`config.mk`:
```
export PLATFORM = sky130hd
export DESIGN_NAME = prox_irq_ctrl
export DESIGN_NICKNAME = d
export VERILOG_FILES = /design/src/rtl/prox_pkg.sv /design/src/rtl/prox_hyst.sv /design/src/rtl/prox_drdy.sv /design/src/rtl/prox_irq_ctrl.sv
export SDC_FILE = /design/constraint.sdc
export NUM_CORES = 1
export LEC_CHECK = 0
export ABC_AREA = 1
export BUFFER_PORTS_ARGS = -buffer_cell sky130_fd_sc_hd__buf_2
export CORE_MARGIN = 2
export CORE_UTILIZATION = 35
export CTS_CLUSTER_DIAMETER = 100
export DETAILED_ROUTE_END_ITERATION = 8
export PLACE_DENSITY = 0.66
export SLEW_MARGIN = 15
export SYNTH_ARGS = -nofsm -noshare
export SYNTH_HDL_FRONTEND = slang
export SYNTH_SLANG_ARGS = --single-unit
```
`constraint.sdc`:
```
create_clock -name clk -period 1.8 [get_ports clk]
set_clock_uncertainty 0.15 [all_clocks]
set_input_delay 0.18 -clock clk [delete_from_list [all_inputs] [get_ports clk]]
set_output_delay 0.18 -clock clk [all_outputs]
set_load 0.05 [all_outputs]
```
`src/rtl/prox_pkg.sv`:
```
package prox_pkg;

  localparam int MODE_W = 3;
  localparam int STAT_W = 8;

  typedef enum logic [MODE_W-1:0] {
    PM_OFF  = 3'b000,
    PM_WAKE = 3'b001,
    PM_CMP  = 3'b010,
    PM_DRDY = 3'b100
  } pmode_e;

  // Reserved codes fold to off.
  function automatic pmode_e mode_decode(input logic [MODE_W-1:0] raw);
    case (raw)
      3'b001:  return PM_WAKE;
      3'b010:  return PM_CMP;
      3'b100:  return PM_DRDY;
      default: return PM_OFF;
    endcase
  endfunction

  // Hysteresis step: strict compares, above-high wins if thresholds cross.
  function automatic logic hyst_next(input logic cur, input logic [7:0] smp,
                                     input logic [7:0] hi, input logic [7:0] lo);
    if (smp > hi)      return 1'b1;
    else if (smp < lo) return 1'b0;
    else               return cur;
  endfunction

  // Active-high interrupt request for a decoded mode.
  function automatic logic irq_req(input pmode_e m, input logic cmp,
                                   input logic wk, input logic fresh,
                                   input logic pulse);
    case (m)
      PM_CMP:  return cmp;
      PM_WAKE: return wk;
      PM_DRDY: return fresh | pulse;
      default: return 1'b0;
    endcase
  endfunction

  function automatic logic [STAT_W-1:0] status_pack(input logic osc, input logic fresh,
                                                    input logic wk, input logic cmp);
    return {osc, ~fresh, ~wk, ~cmp, 4'b0000};
  endfunction

endpackage

```
`src/rtl/prox_hyst.sv`:
```
module prox_hyst #(
  parameter int DW = 8
) (
  input  logic          clk,
  input  logic          rst_n,
  input  logic          clr_i,
  input  logic          wake_arm_i,
  input  logic          vld_i,
  input  logic [DW-1:0] smp_i,
  input  logic [DW-1:0] hi_i,
  input  logic [DW-1:0] lo_i,
  output logic          cmp_o,
  output logic          wk_o
);
  import prox_pkg::*;

  logic above_hi;
  assign above_hi = smp_i > hi_i;

  always_ff @(posedge clk or negedge rst_n) begin
    if (!rst_n) begin
      cmp_o <= 1'b0;
      wk_o  <= 1'b0;
    end else if (clr_i) begin
      cmp_o <= 1'b0;
      wk_o  <= 1'b0;
    end else begin
      if (vld_i) cmp_o <= hyst_next(cmp_o, 8'(smp_i), 8'(hi_i), 8'(lo_i));
      if (vld_i && wake_arm_i && above_hi) wk_o <= 1'b1;
    end
  end

endmodule

```
`src/rtl/prox_drdy.sv`:
```
module prox_drdy #(
  parameter int DW        = 8,
  parameter int PULSE_CYC = 4
) (
  input  logic          clk,
  input  logic          rst_n,
  input  logic          clr_i,
  input  logic          vld_i,
  input  logic [DW-1:0] smp_i,
  input  logic          rd_start_i,
  input  logic          rd_end_i,
  output logic          fresh_o,
  output logic          busy_o,
  output logic          pulse_o,
  output logic          late_evt_o,
  output logic [DW-1:0] conv_o,
  output logic [DW-1:0] data_o
);
  localparam int CW = $clog2(PULSE_CYC + 1);
  localparam logic [CW-1:0] PLOAD = CW'(PULSE_CYC);

  logic [CW-1:0] pcnt_q;

  assign late_evt_o = vld_i && busy_o && !clr_i;
  assign pulse_o    = pcnt_q != '0;

  always_ff @(posedge clk or negedge rst_n) begin
    if (!rst_n) begin
      fresh_o <= 1'b0;
      busy_o  <= 1'b0;
      pcnt_q  <= '0;
      conv_o  <= '0;
      data_o  <= '0;
    end else begin
      if (vld_i) conv_o <= smp_i;
      if (rd_start_i) data_o <= conv_o;

      if (vld_i && !busy_o)  fresh_o <= 1'b1;
      else if (rd_start_i)   fresh_o <= 1'b0;

      if (rd_start_i)        busy_o <= 1'b1;
      else if (rd_end_i)     busy_o <= 1'b0;

      if (clr_i)             pcnt_q <= '0;
      else if (late_evt_o)   pcnt_q <= PLOAD;
      else if (pulse_o)      pcnt_q <= pcnt_q - 1'b1;
    end
  end

endmodule

```
`src/rtl/prox_irq_ctrl.sv`:
```
module prox_irq_ctrl #(
  parameter int DW        = 8,
  parameter int PULSE_CYC = 4
) (
  input  logic          clk,
  input  logic          rst_n,
  input  logic [DW-1:0] sample_i,
  input  logic          sample_vld_i,
  input  logic [DW-1:0] thr_hi_i,
  input  logic [DW-1:0] thr_lo_i,
  input  logic [2:0]    mode_i,
  input  logic          rd_start_i,
  input  logic          rd_end_i,
  input  logic          osc_stop_i,
  output logic          irq_n_o,
  output logic [DW-1:0] data_o,
  output logic [7:0]    status_o
);
  import prox_pkg::*;

  logic [MODE_W-1:0] mode_q;
  logic              mode_chg;
  pmode_e            mode_cur;
  logic              cmp_q, wk_q, fresh_q, busy_q, pulse_on, late_evt;
  logic [DW-1:0]     conv_q;

  assign mode_chg = mode_i != mode_q;
  assign mode_cur = mode_decode(mode_q);

  always_ff @(posedge clk or negedge rst_n) begin
    if (!rst_n) mode_q <= '0;
    else        mode_q <= mode_i;
  end

  prox_hyst #(.DW(DW)) u_hyst (
    .clk        (clk),
    .rst_n      (rst_n),
    .clr_i      (mode_chg),
    .wake_arm_i (mode_cur == PM_WAKE),
    .vld_i      (sample_vld_i),
    .smp_i      (sample_i),
    .hi_i       (thr_hi_i),
    .lo_i       (thr_lo_i),
    .cmp_o      (cmp_q),
    .wk_o       (wk_q)
  );

  prox_drdy #(.DW(DW), .PULSE_CYC(PULSE_CYC)) u_drdy (
    .clk        (clk),
    .rst_n      (rst_n),
    .clr_i      (mode_chg),
    .vld_i      (sample_vld_i),
    .smp_i      (sample_i),
    .rd_start_i (rd_start_i),
    .rd_end_i   (rd_end_i),
    .fresh_o    (fresh_q),
    .busy_o     (busy_q),
    .pulse_o    (pulse_on),
    .late_evt_o (late_evt),
    .conv_o     (conv_q),
    .data_o     (data_o)
  );

  always_ff @(posedge clk or negedge rst_n) begin
    if (!rst_n) irq_n_o <= 1'b1;
    else        irq_n_o <= ~irq_req(mode_cur, cmp_q, wk_q, fresh_q, pulse_on);
  end

  assign status_o = status_pack(osc_stop_i, fresh_q, wk_q, cmp_q);

endmodule

```
Word-level counts from Yosys, hierarchy flattened
Cells that the tools add are included. Widths: inputs -> output; s select.

Word-level logic and storage cells: 54. Output and inout port bits: 17. Flip-flop bits (word level): 27. Input port bits: 33.

Bitwise operators: 5. Add/subtract/negate cells: 1. Equal/unequal tests: 7. Muxes and demuxes: 15. Reductions and logical operators: 15. $lt $le $gt $ge: 2.

Operator list (number): $mux 1 (10); $mux 3 (3); $pmux 3 s3 (1); $reduce_bool 3->1 (3); $gt 8x8->1 (1); $lt 8x8->1 (1); $reduce_bool 2->1 (4); $eq 3x1->1 const B (2); $eq 3x2->1 const B (2); $eq 3x3->1 const B (2); $logic_and 1x1->1 (5); $not 1->1 (4); $ne 3x3->1 (1); $pmux 1 s3 (1); $sub 3x1->3 const B (1); $logic_not 1->1 (2); $reduce_and 2->1 (1); $or 1x1->1 (1).

Longest topological paths before layout
Gate-level depths: netlist of run 1.

Depth after elaboration: 7. Gate-level depth with buffers: 11.

By module
From an unflattened synthesis of run 1, not the netlist that was laid out.

Cell total of the unflattened synthesis: 209. Area, all modules: 1625.3 um^2.

By module, submodules not included: prox_drdy (cells each 100, sequential area each 525.5 um^2, times used 1, area an instance 885.8 um^2); prox_hyst (cells each 79, sequential area each 50.0 um^2, times used 1, area an instance 499.2 um^2); prox_irq_ctrl (cells each 30, sequential area each 101.3 um^2, times used 1, area an instance 240.2 um^2).

Least setup slack after synthesis of run 1
Ideal clock, no wire load.

Path kind: reg-to-reg. Start: register u_drdy.pcnt_q[0]. End: register irq_n_o. Slack: 0.560 ns. Arrival: 1.017 ns. Data required time: 1.577 ns. Cell stages (with the launch flop): 7. Path through: dfrtp_1 > inv_1 > ha_1 > nand2_1 > o21ai_0 > a21oi_1 > a21oi_1.

Longest elaborated chain between the ends: 4.

RTL lines: from (decl) (RTL line prox_drdy.sv:22) `logic [CW-1:0] pcnt_q;`; from (signal assigned) (RTL line prox_drdy.sv:46) `else if (pulse_o) pcnt_q <= pcnt_q - 1'b1;`; $reduce_bool 3->1 (RTL line prox_drdy.sv:25) `assign pulse_o = pcnt_q != '0;`; $or 1x1->1 (RTL line prox_pkg.sv:38) `PM_DRDY: return fresh | pulse;`; $pmux 1 s3 (RTL line prox_pkg.sv:35) `case (m)`; $not 1->1 (RTL line prox_irq_ctrl.sv:66) `else irq_n_o <= ~irq_req(mode_cur, cmp_q, wk_q, fresh_q, pulse_on);`; to (signal assigned) (RTL line prox_irq_ctrl.sv:66); to (decl) (RTL line prox_irq_ctrl.sv:15) `output logic irq_n_o,`.

No other way between the ends. A chain may end at the register's enable or synchronous reset.

Final worst setup path of run 1
Same ends and word-level chain as after synthesis.

==> metrics.txt, run 1 <==
# TYPE chip_impl_metric gauge
chip_impl_metric{name="synth_sequential_area_ratio",unit=""} 0.432
chip_impl_info{name="class_of_the_worst_hold_path",value="input pin to register"} 1
chip_impl_metric{name="final_tns_setup",unit="ns"} 0
chip_impl_metric{name="die_height",unit="microns"} 70.9
chip_impl_metric{name="grt_start_max_net_pins",unit=""} 28
chip_impl_metric{name="timing.critical_path.required",unit="ns"} 1.85
chip_impl_info{name="cell_types_with_the_largest_area_share_after_synthesis",value="sky130_fd_sc_hd__dfrtp_1 (42%), sky130_fd_sc_hd__ha_1 (14%), sky130_fd_sc_hd__nand2_1 (10%)"} 1
chip_impl_metric{name="core_area",unit="sq um"} 4320
chip_impl_metric{name="worstPathArrival",unit="ns"} 1.44
chip_impl_metric{name="wire_length_of_the_first_global_routing_pass",unit="mm"} 5.41
chip_impl_metric{name="max-cap-violations",unit=""} 0
chip_impl_metric{name="total_of_endpoints_with_negative_setup_slack_in_the_final_report",unit=""} 0
chip_impl_metric{name="design.final.nets",unit=""} 287
chip_impl_metric{name="grt_pass1_vias",unit=""} 1289
chip_impl_metric{name="place_congestion",unit=""} 0.800
chip_impl_metric{name="via_per_inst",unit=""} 4.33
chip_impl_info{name="grt_setup_unrepaired",value="false"} 1
chip_impl_metric{name="io_buffer_count",unit=""} 43
chip_impl_metric{name="clock.fmax",unit="MHz"} 717
chip_impl_info{name="synth.cells.most_frequent",value="sky130_fd_sc_hd__nand2_1 (43), sky130_fd_sc_hd__inv_1 (38), sky130_fd_sc_hd__dfrtp_1 (26), sky130_fd_sc_hd__o21ai_0 (18), sky130_fd_sc_hd__ha_1 (17)"} 1
chip_impl_metric{name="synthesis.area_per_instance",unit="sq um"} 8.34
chip_impl_metric{name="hpwl",unit="mm"} 2.45
chip_impl_metric{name="synth_area",unit="sq um"} 1570
chip_impl_metric{name="drt_first_pass_iters",unit=""} 4
chip_impl_metric{name="clock_insertion_delay_worst_skew",unit="ns"} 0.26
chip_impl_metric{name="ys_ff_latch",unit=""} 27
chip_impl_metric{name="layout-drive-gt1-share",unit=""} 0.220
chip_impl_metric{name="timing_hold_violations_final",unit=""} 0
chip_impl_metric{name="pin_count",unit=""} 50
chip_impl_metric{name="initial_utilization",unit=""} 0.363
chip_impl_metric{name="total_leakage_power",unit="uW"} 0.00104
chip_impl_metric{name="final.min_clock_period",unit="ns"} 1.39
chip_impl_metric{name="die_width",unit="microns"} 70.9
chip_impl_info{name="synth_top_area_cell",value="sky130_fd_sc_hd__dfrtp_1"} 1
chip_impl_metric{name="cts.path.max_buffers",unit=""} 2
chip_impl_metric{name="drtAntennaViolNets",unit=""} 0
chip_impl_info{name="cts-root-buf",value="sky130_fd_sc_hd__clkbuf_8"} 1
chip_impl_info{name="status",value="finished clean"} 1
chip_impl_metric{name="synth-edff-count",unit=""} 0
chip_impl_metric{name="area_overhead_vs_synth",unit="%"} 21.5
chip_impl_metric{name="power_per_cell_area",unit="nW/um^2"} 713
chip_impl_metric{name="worstPathMaxFanout",unit=""} 4
chip_impl_info{name="timing.critical_path.to_type",value="register"} 1
chip_impl_metric{name="tightest_slew",unit="ns"} 0.563
chip_impl_metric{name="count_of_distinct_cell_types_in_the_synthesized_netlist",unit=""} 24
chip_impl_info{name="startpoint_type",value="register"} 1
chip_impl_metric{name="synthesis.instances",unit=""} 188
chip_impl_metric{name="drcViolationCount",unit=""} 0
chip_impl_metric{name="netlist.area_leader.share",unit=""} 0.415
chip_impl_metric{name="synth-warning-count",unit=""} 0
chip_impl_metric{name="final.period_utilization",unit=""} 0.774
chip_impl_metric{name="final_cell_area",unit="sq um"} 1910
chip_impl_metric{name="synthArstFlopShare",unit=""} 1.00
chip_impl_metric{name="finalMaxSlewViolations",unit=""} 0
chip_impl_metric{name="cts_sinks",unit=""} 27
chip_impl_info{name="clock_tree_from_tritoncts",value="done"} 1
chip_impl_metric{name="die-area",unit="sq um"} 5030
chip_impl_info{name="library_cell_with_the_highest_instance_count_after_synthesis",value="sky130_fd_sc_hd__nand2_1"} 1
chip_impl_metric{name="grt_use_total",unit=""} 0.131
chip_impl_info{name="yosys_most_used_dff",value="sky130_fd_sc_hd__dfrtp_1"} 1
chip_impl_metric{name="antenna_cells_inserted",unit=""} 0
chip_impl_metric{name="final-instance-count-excl-fill",unit=""} 288
chip_impl_metric{name="rows",unit=""} 24
chip_impl_metric{name="cts_htree_levels",unit=""} 1
chip_impl_metric{name="drt-initial-drc-count",unit=""} 84
chip_impl_metric{name="gr-total-overflow",unit=""} 0
chip_impl_metric{name="clkSlewWorstSetupHoldPaths",unit="ns"} 0.08
chip_impl_metric{name="antenna_found_initial",unit=""} 0
chip_impl_metric{name="cts-buffers-inserted",unit=""} 3
chip_impl_metric{name="max_slew_margin",unit=""} 0.625
chip_impl_metric{name="numPlacedInstances",unit=""} 278
chip_impl_info{name="criticalPathCategory",value="register to register"} 1
chip_impl_metric{name="dpl_cell_area",unit="sq um"} 1800
chip_impl_metric{name="vias",unit=""} 1246
chip_impl_metric{name="peakVddDrop",unit="uV"} 341
chip_impl_metric{name="route.detailed.wl_per_inst",unit="microns"} 10.5
chip_impl_metric{name="drt-total-wl",unit="mm"} 3.02
==> routing by layer <==
metal  track usage  share of wire  vias up
met4        0.0398          0.012        0
met1         0.169           0.47      538
met2         0.231           0.47       33
met3        0.0157          0.049        4
met5             0              0        -
li1              -              -      671
==> cells by family (layout without fill, tap and decap cells) <==
kind of cell	after synthesis	in the layout	share of synthesized area
buffers and inverters	49	94	0.137
adders and majority gates	17	17	0.136
xor gates and xnor gates	5	5	0.0279
AOI/OAI and AO/OA	31	31	0.105
and+or+nand+nor	58	58	0.160
other	1	4	0.00239
DFF	27	27	0.432
==> metrics by stage <==
stage | hold slack [ns] | util | total power [uW] | setup slack (ns)
after detailed placement | 0.0601 | 0.416 | 1040 | 0.341
after global placement | 0.0605 | 0.416 | 1030 | 0.351
after floorplan | -0.266 | - | 941 | 0.560
after CTS | 0.0115 | 0.441 | 1380 | 0.399
after global routing | 0.0202 | 0.441 | 1450 | 0.256
final | 0.0132 | 0.441 | 1360 | 0.406
==> timing repair <==
| item | in CTS | in global routing |
|---|---|---|
| hold endpoints to repair | 31 | 0 |
| buffers inserted | 0 | 0 |
| gates resized for setup | 0 | 0 |
| hold buffers | 6 | 0 |
| setup endpoints to repair | 0 | 0 |
==> registers in the layout (all words and copies together), names as in the netlist <==
signal	cells
irq_n_o	1
mode_q	3
u_drdy.busy_o	1
u_drdy.conv_o	8
u_drdy.data_o	8
u_drdy.fresh_o	1
u_drdy.pcnt_q	3
u_hyst.cmp_o	1
u_hyst.wk_o	1
==> cell usage in the layout, fill, tap and decap left out, types with 2 or more instances in the layout <==
master and count:
sky130_fd_sc_hd__nand4_1 3, sky130_fd_sc_hd__ha_1 17, sky130_fd_sc_hd__conb_1 4, sky130_fd_sc_hd__xor2_1 2, sky130_fd_sc_hd__nand3_1 4, sky130_fd_sc_hd__a21oi_1 9, sky130_fd_sc_hd__dfrtp_1 26, sky130_fd_sc_hd__inv_1 38
sky130_fd_sc_hd__clkbuf_8 3, sky130_fd_sc_hd__buf_2 43, sky130_fd_sc_hd__nand2_1 43, sky130_fd_sc_hd__o21ai_0 18, sky130_fd_sc_hd__dlygate4sd3_1 6, sky130_fd_sc_hd__nor2_1 6, sky130_fd_sc_hd__xnor2_1 3, sky130_fd_sc_hd__inv_2 2
==> worst max-delay path, cell delays in order, from the launching register on <==
cell                      delay [ns]
sky130_fd_sc_hd__dfrtp_1        0.37
sky130_fd_sc_hd__inv_1          0.11
sky130_fd_sc_hd__ha_1           0.18
sky130_fd_sc_hd__nand2_1        0.12
sky130_fd_sc_hd__o21ai_0        0.17
sky130_fd_sc_hd__a21oi_1        0.08
sky130_fd_sc_hd__a21oi_1        0.14
==> cell type report <==
type                            count  area (sq um)
Clock buffer                        4          45.0
Fill cell                         458          2420
Inverter                           41           156
Multi-Input combinational cell    115           687
Sequential cell                    27           677
Tap cell                           52          65.1
Timing Repair Buffer               49           275
==> final timing paths <==
check,from,cells past startpoint,slack (ns),end
setup reg to reg,u_drdy.pcnt_q[0],6,0.41,irq_n_o
min in group asynchronous,rst_n,2,0.29,u_drdy.pcnt_q[0]
hold reg to reg,u_drdy.data_o[2],2,0.34,u_drdy.data_o[2]
max in group asynchronous,rst_n,2,0.84,u_drdy.conv_o[3]
setup / recovery,u_drdy.pcnt_q[0],6,0.41,irq_n_o
hold / removal,sample_i[1],3,0.01,u_drdy.conv_o[1]
==> where the power goes <==
group / total [uW] / switching [uW] / internal (uW)
Sequential: 677 / 23.2 / 653
Clock: 327 / 169 / 158
Combinational: 355 / 242 / 113
Power figures use the tool's default switching activity.
==> run 2, diff against run 1 <==
--- a/config.mk
+++ b/config.mk
@@ -11,7 +11,7 @@
 export CORE_UTILIZATION = 35
 export CTS_CLUSTER_DIAMETER = 100
 export DETAILED_ROUTE_END_ITERATION = 8
-export PLACE_DENSITY = 0.66
+export PLACE_DENSITY = 0.68
 export SLEW_MARGIN = 15
 export SYNTH_ARGS = -nofsm -noshare
 export SYNTH_HDL_FRONTEND = slang
==> constraint.sdc (replaced) <==
create_clock -name clk -period 1.1 [get_ports clk]
set_clock_uncertainty 0.15 [all_clocks]
set_input_delay 0.11 -clock clk [delete_from_list [all_inputs] [get_ports clk]]
set_output_delay 0.11 -clock clk [all_outputs]
set_load 0.05 [all_outputs]
==> metrics.txt, run 2 (synthesized netlist as in run 1, its figures left out) <==
# TYPE chip_impl_metric gauge
chip_impl_metric{name="drt_first_pass_iters",unit=""} 4
chip_impl_metric{name="whs",unit="ns"} -0.000713
chip_impl_metric{name="layout.filler_cells",unit=""} 386
chip_impl_metric{name="gr-usage-met1",unit=""} 0.190
chip_impl_metric{name="die_width",unit="microns"} 70.9
chip_impl_metric{name="worstPathMaxFanout",unit=""} 1
chip_impl_info{name="worstHoldStart",value="sample_i[7]"} 1
chip_impl_metric{name="worstPathArrival",unit="ns"} 0.95
chip_impl_metric{name="cts-buffers-inserted",unit=""} 3
chip_impl_metric{name="final.min_clock_period",unit="ns"} 1.21
chip_impl_info{name="cp_cell_sequence",value="buf_8"} 1
chip_impl_metric{name="initial_utilization",unit=""} 0.363
chip_impl_metric{name="final_tns_setup",unit="ns"} -0.812
chip_impl_metric{name="drt-total-wl",unit="mm"} 3.58
chip_impl_metric{name="timing.critical_path.required",unit="ns"} 0.84
chip_impl_metric{name="cts_htree_levels",unit=""} 1
chip_impl_info{name="violations",value="negative hold slack, negative setup slack"} 1
chip_impl_metric{name="core_area",unit="sq um"} 4320
chip_impl_metric{name="wire_length_of_the_first_global_routing_pass",unit="mm"} 5.93
chip_impl_metric{name="groute.layer.met2.usage",unit=""} 0.252
chip_impl_metric{name="drt-initial-drc-count",unit=""} 56
chip_impl_metric{name="met3_usage",unit=""} 0.0114
chip_impl_metric{name="rows",unit=""} 24
chip_impl_metric{name="clock_insertion_delay_worst_skew",unit="ns"} 0.27
chip_impl_metric{name="drtAntennaViolNets",unit=""} 0
chip_impl_metric{name="layout-drive-gt1-share",unit=""} 0.427
chip_impl_info{name="startpoint_type",value="register"} 1
chip_impl_metric{name="final_cell_area",unit="sq um"} 2420
chip_impl_metric{name="die-area",unit="sq um"} 5030
chip_impl_info{name="class_of_the_worst_hold_path",value="input pin to register"} 1
chip_impl_metric{name="timing_hold_violations_final",unit=""} 1
chip_impl_info{name="whs_endpoint",value="u_drdy.conv_o[7]"} 1
chip_impl_info{name="criticalPathCategory",value="register to output port"} 1
chip_impl_info{name="crit-reg2reg-launch",value="u_drdy.pcnt_q[1]"} 1
chip_impl_metric{name="vias",unit=""} 1401
chip_impl_info{name="clock_tree_from_tritoncts",value="done"} 1
chip_impl_metric{name="die_height",unit="microns"} 70.9
chip_impl_metric{name="power_per_cell_area",unit="nW/um^2"} 1030
chip_impl_metric{name="via_per_inst",unit=""} 4.39
chip_impl_metric{name="area_overhead_vs_synth",unit="%"} 54.6
chip_impl_metric{name="finalMaxSlewViolations",unit=""} 0
chip_impl_metric{name="numPlacedInstances",unit=""} 291
chip_impl_metric{name="min_path_cells",unit=""} 3
chip_impl_metric{name="antenna_found_initial",unit=""} 0
chip_impl_metric{name="hpwl",unit="mm"} 2.59
chip_impl_info{name="timing.critical_path.max_delay_family",value="flip-flops"} 1
chip_impl_metric{name="worst-r2r-cell-count",unit=""} 5
chip_impl_metric{name="route.detailed.wl_per_inst",unit="microns"} 11.2
chip_impl_metric{name="grt_start_max_net_pins",unit=""} 28
chip_impl_info{name="largest_registers",value="u_drdy.conv_o (8), u_drdy.data_o (8)"} 1
chip_impl_metric{name="max-cap-violations",unit=""} 0
chip_impl_metric{name="final.setup.worst_slack",unit="ns"} -0.113
chip_impl_metric{name="clkSlewWorstSetupHoldPaths",unit="ns"} 0.09
chip_impl_metric{name="total_of_endpoints_with_negative_setup_slack_in_the_final_report",unit=""} 10
chip_impl_metric{name="reg2reg_slack",unit="ns"} -0.10
chip_impl_metric{name="antenna_cells_inserted",unit=""} 0
chip_impl_metric{name="place_congestion",unit=""} 0.752
chip_impl_info{name="grt_setup_unrepaired",value="true"} 1
chip_impl_metric{name="io_buffer_count",unit=""} 43
chip_impl_metric{name="grt_pass1_vias",unit=""} 1380
chip_impl_info{name="most_used_cells_in_the_layout_excluding_fill_and_tap_cells",value="sky130_fd_sc_hd__nand2_1 (40), sky130_fd_sc_hd__buf_2 (31), sky130_fd_sc_hd__buf_4 (26)"} 1
chip_impl_metric{name="drcViolationCount",unit=""} 0
chip_impl_metric{name="pin_count",unit=""} 50
chip_impl_info{name="rr_endpoint",value="u_drdy.pcnt_q[2]"} 1
chip_impl_metric{name="gr-total-overflow",unit=""} 0
chip_impl_info{name="timing.critical_path.to_type",value="output port"} 1
chip_impl_metric{name="design.final.nets",unit=""} 318
chip_impl_metric{name="peakVddDrop",unit="uV"} 499
chip_impl_info{name="worst_path_max_delay_cell",value="sky130_fd_sc_hd__dfstp_2"} 1
chip_impl_info{name="layout_commonest_cell",value="sky130_fd_sc_hd__nand2_1"} 1
chip_impl_metric{name="cts_sinks",unit=""} 27
chip_impl_info{name="status",value="finished with violations"} 1
chip_impl_metric{name="clock.fmax",unit="MHz"} 825
chip_impl_metric{name="dpl_cell_area",unit="sq um"} 2000
chip_impl_info{name="global_route_hottest_layer",value="met2"} 1
chip_impl_metric{name="grt_use_total",unit=""} 0.146
chip_impl_metric{name="cts.path.max_buffers",unit=""} 2
chip_impl_metric{name="critical_path_buf_inv_count",unit=""} 1
chip_impl_metric{name="final-instance-count-excl-fill",unit=""} 319
chip_impl_metric{name="worstSetupPathDepth",unit=""} 1
chip_impl_info{name="cts-root-buf",value="sky130_fd_sc_hd__clkbuf_8"} 1
chip_impl_metric{name="cpPeakStageDelay",unit="ns"} 0.55
chip_impl_metric{name="final.period_utilization",unit=""} 1.10
chip_impl_metric{name="total_leakage_power",unit="uW"} 0.00124
==> run 2: cell types whose count changed in the layout (fill, tap and decap cells not counted), sizes merged <==
cell,delta
dlygate4sd3,+4
buf,+27
==> run 2: per-layer routing <==
layer	up-vias	part of all wire
li1	732	-
met1	638	0.45
met2	27	0.50
met3	4	0.033
met4	0	0.016
met5	-	0
==> run 2: worst max path at each step <==
stage | slack [ns] | startpoint | endpoint
floorplan | -0.08 | u_drdy.pcnt_q[1] | irq_n_o
global route | -0.17 | mode_q[1] | u_hyst.wk_o
finish | -0.11 | irq_n_o | irq_n_o
detailed placement | -0.23 | sample_i[7] | u_hyst.cmp_o
CTS | -0.13 | u_drdy.pcnt_q[1] | irq_n_o
global placement | -0.20 | sample_i[7] | u_hyst.cmp_o
==> run 2: timing repair <==
action | CTS | global route
hold buffers | 10 | 0
gates cloned | 0 | 0
endpoints found under the hold margin | 36 | 0
buffers inserted | 4 | 10
pin swaps | 4 | 6
gates resized for setup | 38 | 9
setup endpoints to repair | 18 | 18
==> run 2: power by group <==
group / switching (uW) / internal (uW) / total, uW
logic: 460 / 362 / 822
registers: 46.3 / 1070 / 1120
clock network: 295 / 259 / 554
==> run 2: layout make-up <==
type,instances,area [sq um],share of cell area
sequential,27,678,0.280
timing repair buffer,80,621,0.256
inverter,41,161,0.0666
tap,52,65.1,0.0268
multi-input combinational,115,853,0.352
clock buffer,4,45.0,0.0186
==> run 2: through the flow <==
| step | power, uW | hold slack, ns | utilization | worst slack [ns] |
|---|---|---|---|---|
| finish | 2490 | -0.000713 | 0.560 | -0.113 |
| CTS | 2440 | 0.000173 | 0.533 | -0.131 |
| floorplan | 1570 | -0.336 | - | -0.0757 |
| global route | 2630 | 0.0289 | 0.560 | -0.171 |
| global placement | 1770 | -0.0882 | 0.463 | -0.205 |
| detailed placement | 1780 | -0.0789 | 0.463 | -0.227 |
==> run 2: tightest hold or removal path, stage by stage <==
cell,delay (ns)
sky130_fd_sc_hd__buf_2,0.14
sky130_fd_sc_hd__nand2_1,0.07
sky130_fd_sc_hd__o21ai_0,0.06
==> run 3, diff against run 2 <==
--- a/config.mk
+++ b/config.mk
@@ -5,7 +5,6 @@
 export SDC_FILE = /design/constraint.sdc
 export NUM_CORES = 1
 export LEC_CHECK = 0
-export ABC_AREA = 1
 export BUFFER_PORTS_ARGS = -buffer_cell sky130_fd_sc_hd__buf_2
 export CORE_MARGIN = 2
 export CORE_UTILIZATION = 35
==> metrics.txt, run 3 <==
# TYPE chip_impl_metric gauge
chip_impl_metric{name="io_buffer_count",unit=""} 43
chip_impl_info{name="whs_endpoint",value="u_drdy.pcnt_q[2]"} 1
chip_impl_metric{name="reg2reg_slack",unit="ns"} -0.43
chip_impl_info{name="clock_tree_from_tritoncts",value="done"} 1
chip_impl_info{name="timing.critical_path.to_type",value="register"} 1
chip_impl_metric{name="peakVddDrop",unit="uV"} 604
chip_impl_info{name="grt_setup_unrepaired",value="true"} 1
chip_impl_metric{name="count_of_distinct_cell_types_in_the_synthesized_netlist",unit=""} 30
chip_impl_metric{name="synth_area",unit="sq um"} 1500
chip_impl_info{name="yosys_most_used_dff",value="sky130_fd_sc_hd__dfrtp_1"} 1
chip_impl_info{name="largest_registers",value="u_drdy.conv_o (8), u_drdy.data_o (8)"} 1
chip_impl_metric{name="die_height",unit="microns"} 69.5
chip_impl_metric{name="rows",unit=""} 23
chip_impl_info{name="cp_cell_sequence",value="xnor2_2, nand3_2, or4b_1, o22ai_1"} 1
chip_impl_metric{name="worstPathMaxFanout",unit=""} 2
chip_impl_info{name="cell_types_with_the_largest_area_share_after_synthesis",value="sky130_fd_sc_hd__dfrtp_1 (43%), sky130_fd_sc_hd__ha_1 (14%), sky130_fd_sc_hd__mux2_2 (12%)"} 1
chip_impl_metric{name="final-instance-count-excl-fill",unit=""} 261
chip_impl_info{name="layout_commonest_cell",value="sky130_fd_sc_hd__buf_2"} 1
chip_impl_metric{name="hpwl",unit="mm"} 2.44
chip_impl_info{name="rr_endpoint",value="u_hyst.wk_o"} 1
chip_impl_metric{name="cts-buffers-inserted",unit=""} 3
chip_impl_metric{name="max-cap-violations",unit=""} 0
chip_impl_info{name="violations",value="negative setup slack"} 1
chip_impl_metric{name="cts_htree_levels",unit=""} 1
chip_impl_metric{name="wire_length_of_the_first_global_routing_pass",unit="mm"} 5.49
chip_impl_metric{name="critical_path_buf_inv_count",unit=""} 0
chip_impl_metric{name="grt_start_max_net_pins",unit=""} 28
chip_impl_info{name="class_of_the_worst_hold_path",value="input pin to register"} 1
chip_impl_metric{name="dp_slack",unit="ns"} -0.514
chip_impl_info{name="criticalPathCategory",value="register to register"} 1
chip_impl_info{name="synth.cells.most_frequent",value="sky130_fd_sc_hd__dfrtp_1 (26), sky130_fd_sc_hd__inv_1 (23), sky130_fd_sc_hd__ha_1 (17), sky130_fd_sc_hd__mux2_2 (16), sky130_fd_sc_hd__a21oi_1 (9)"} 1
chip_impl_metric{name="cts_sinks",unit=""} 27
chip_impl_info{name="status",value="finished with violations"} 1
chip_impl_metric{name="via_per_inst",unit=""} 4.68
chip_impl_info{name="worst_path_max_delay_cell",value="sky130_fd_sc_hd__or4b_1"} 1
chip_impl_info{name="startpoint_type",value="register"} 1
chip_impl_metric{name="synth-warning-count",unit=""} 0
chip_impl_metric{name="synthesis.area_per_instance",unit="sq um"} 10.8
chip_impl_metric{name="timing_hold_violations_final",unit=""} 0
chip_impl_metric{name="switching_share",unit=""} 0.317
chip_impl_metric{name="share_seq_of_total_power",unit=""} 0.456
chip_impl_metric{name="drtAntennaViolNets",unit=""} 0
chip_impl_metric{name="die_width",unit="microns"} 69.5
chip_impl_metric{name="place_congestion",unit=""} 0.802
chip_impl_metric{name="cts.path.max_buffers",unit=""} 2
chip_impl_metric{name="synthesis.instances",unit=""} 139
chip_impl_metric{name="drt-initial-drc-count",unit=""} 26
chip_impl_info{name="worstHoldStart",value="sample_vld_i"} 1
chip_impl_info{name="synth_top_area_cell",value="sky130_fd_sc_hd__dfrtp_1"} 1
chip_impl_metric{name="core_area",unit="sq um"} 4060
chip_impl_metric{name="final.setup.worst_slack",unit="ns"} -0.429
chip_impl_metric{name="route.detailed.wl_per_inst",unit="microns"} 12.4
chip_impl_metric{name="total_leakage_power",unit="uW"} 0.00110
chip_impl_metric{name="total_of_endpoints_with_negative_setup_slack_in_the_final_report",unit=""} 12
chip_impl_metric{name="pin_count",unit=""} 50
chip_impl_metric{name="drt-total-wl",unit="mm"} 3.25
chip_impl_metric{name="power_report.internal_total",unit="uW"} 1730
chip_impl_metric{name="drt_first_pass_iters",unit=""} 6
chip_impl_info{name="cts-root-buf",value="sky130_fd_sc_hd__clkbuf_8"} 1
chip_impl_metric{name="worstPathArrival",unit="ns"} 1.58
chip_impl_metric{name="cpPeakStageDelay",unit="ns"} 0.48
chip_impl_metric{name="clock_insertion_delay_worst_skew",unit="ns"} 0.27
chip_impl_metric{name="ys_ff_latch",unit=""} 27
chip_impl_info{name="timing.critical_path.max_delay_family",value="simple AND/OR/NAND/NOR gates"} 1
chip_impl_metric{name="final_cell_area",unit="sq um"} 2240
chip_impl_metric{name="grt_use_total",unit=""} 0.141
chip_impl_metric{name="dpl_cell_area",unit="sq um"} 1900
chip_impl_metric{name="drcViolationCount",unit=""} 0
chip_impl_metric{name="final.min_clock_period",unit="ns"} 1.53
chip_impl_metric{name="share_clk_of_total_power",unit=""} 0.219
chip_impl_metric{name="die-area",unit="sq um"} 4830
chip_impl_metric{name="antenna_found_initial",unit=""} 0
chip_impl_metric{name="layout-drive-gt1-share",unit=""} 0.507
chip_impl_metric{name="area_overhead_vs_synth",unit="%"} 49.6
chip_impl_info{name="crit-reg2reg-launch",value="mode_q[2]"} 1
chip_impl_metric{name="synth-edff-count",unit=""} 0
chip_impl_metric{name="clkSlewWorstSetupHoldPaths",unit="ns"} 0.09
chip_impl_metric{name="pwr-share-comb",unit=""} 0.326
chip_impl_metric{name="synth_sequential_area_ratio",unit=""} 0.451
chip_impl_metric{name="timing.critical_path.required",unit="ns"} 1.15
chip_impl_metric{name="layout.filler_cells",unit=""} 341
chip_impl_metric{name="grt_pass1_vias",unit=""} 1198
chip_impl_info{name="most_used_cells_in_the_layout_excluding_fill_and_tap_cells",value="sky130_fd_sc_hd__buf_2 (31), sky130_fd_sc_hd__dfrtp_1 (18), sky130_fd_sc_hd__inv_1 (17)"} 1
chip_impl_metric{name="netlist.area_leader.share",unit=""} 0.434
chip_impl_metric{name="gr-total-overflow",unit=""} 0
chip_impl_metric{name="power_per_cell_area",unit="nW/um^2"} 1130
chip_impl_metric{name="design.final.nets",unit=""} 262
chip_impl_metric{name="antenna_cells_inserted",unit=""} 0
chip_impl_info{name="library_cell_with_the_highest_instance_count_after_synthesis",value="sky130_fd_sc_hd__dfrtp_1"} 1
chip_impl_metric{name="worst-r2r-cell-count",unit=""} 4
chip_impl_metric{name="numPlacedInstances",unit=""} 240
chip_impl_metric{name="final.period_utilization",unit=""} 1.39
chip_impl_metric{name="power_switching",unit="uW"} 802
chip_impl_metric{name="finalMaxSlewViolations",unit=""} 0
chip_impl_metric{name="initial_utilization",unit=""} 0.370
chip_impl_metric{name="min_path_cells",unit=""} 3
chip_impl_metric{name="clock.fmax",unit="MHz"} 654
chip_impl_metric{name="vias",unit=""} 1221
chip_impl_metric{name="synthArstFlopShare",unit=""} 1.00
-- run 3: per-stage QoR --
stage / total power (uW) / setup TNS, ns / hold slack (ns) / utilization
floorplan: 1620 / -0.705 / -0.336 / -
global placement: 1830 / -1.22 / -0.0847 / 0.468
detailed placement: 1840 / -1.32 / -0.0847 / 0.468
CTS: 2560 / -1.87 / 0.00441 / 0.551
global route: 2680 / -2.61 / 0.0481 / 0.553
finish: 2530 / -1.70 / 0.0313 / 0.553
-- run 3: area by class of cell --
type,count,area (sq um),share of cell area
Sequential cell,27,687,0.306
Clock inverter,1,5.00,0.00223
Inverter,23,98.8,0.0440
Clock buffer,3,41.3,0.0184
Tap cell,50,62.6,0.0279
Multi-Input combinational cell,85,777,0.346
Timing Repair Buffer,72,573,0.255
-- run 3: worst max-delay path by stage --
stage / depth (start not counted) / to / slack (ns) / from
6_report: 4 / u_hyst.wk_o / -0.43 / mode_q[2]
5_1_grt: 4 / u_hyst.wk_o / -0.51 / mode_q[2]
4_1_cts: 4 / u_hyst.wk_o / -0.43 / mode_q[2]
3_5_place_dp: 8 / u_hyst.cmp_o / -0.51 / thr_lo_i[1]
3_3_place_gp: 8 / u_hyst.cmp_o / -0.49 / thr_lo_i[1]
2_1_floorplan: 4 / u_hyst.wk_o / -0.40 / mode_q[1]
-- run 3: worst register-to-register path: cells and delay by family (launching register included) --
| kind | cells | cell delay [ns] |
|---|---|---|
| and+or+nand+nor | 2 | 0.59 |
| AOI/OAI and AO/OA | 1 | 0.11 |
| xor gates and xnor gates | 1 | 0.19 |
| DFF | 1 | 0.42 |
-- run 3: power by group through the flow --
stage                     registers (uW)  logic, uW  clock network (uW)
after global placement              1160        673                   0
final                               1150        823                 552
after floorplan                     1320        295                   0
after CTS                           1150        824                 580
after detailed placement            1160        680                   0
after global routing                1160        896                 623
-- run 3: cells by family (layout without fill, tap and decap cells) --
family / count (synthesis) / in the layout / share of synthesized area
AOI/OAI and AO/OA: 23 / 23 / 0.0951
xor gates and xnor gates: 4 / 4 / 0.0284
adders and majority gates: 17 / 17 / 0.142
buffers and inverters: 30 / 99 / 0.0884
DFF: 27 / 27 / 0.451
muxes: 17 / 17 / 0.127
other: 1 / 4 / 0.00250
and+or+nand+nor: 20 / 20 / 0.0659
-- run 3: per-layer routing --
metal | vias up | track usage | wire [microns] | share of wire
met4 | 0 | 0.0327 | 26 | 0.0080
met2 | 32 | 0.251 | 1660 | 0.51
met1 | 573 | 0.163 | 1380 | 0.42
li1 | 612 | - | - | -
met5 | - | 0 | 0 | 0
met3 | 4 | 0.0480 | 186 | 0.057
-- run 3: timing repair --
action	4_1_cts	5_1_grt
gates cloned	0	0
hold buffers	12	0
setup endpoints to repair	18	18
hold endpoints to repair	38	0
gates resized for setup	41	2
pin swaps	5	3
buffers inserted	18	3
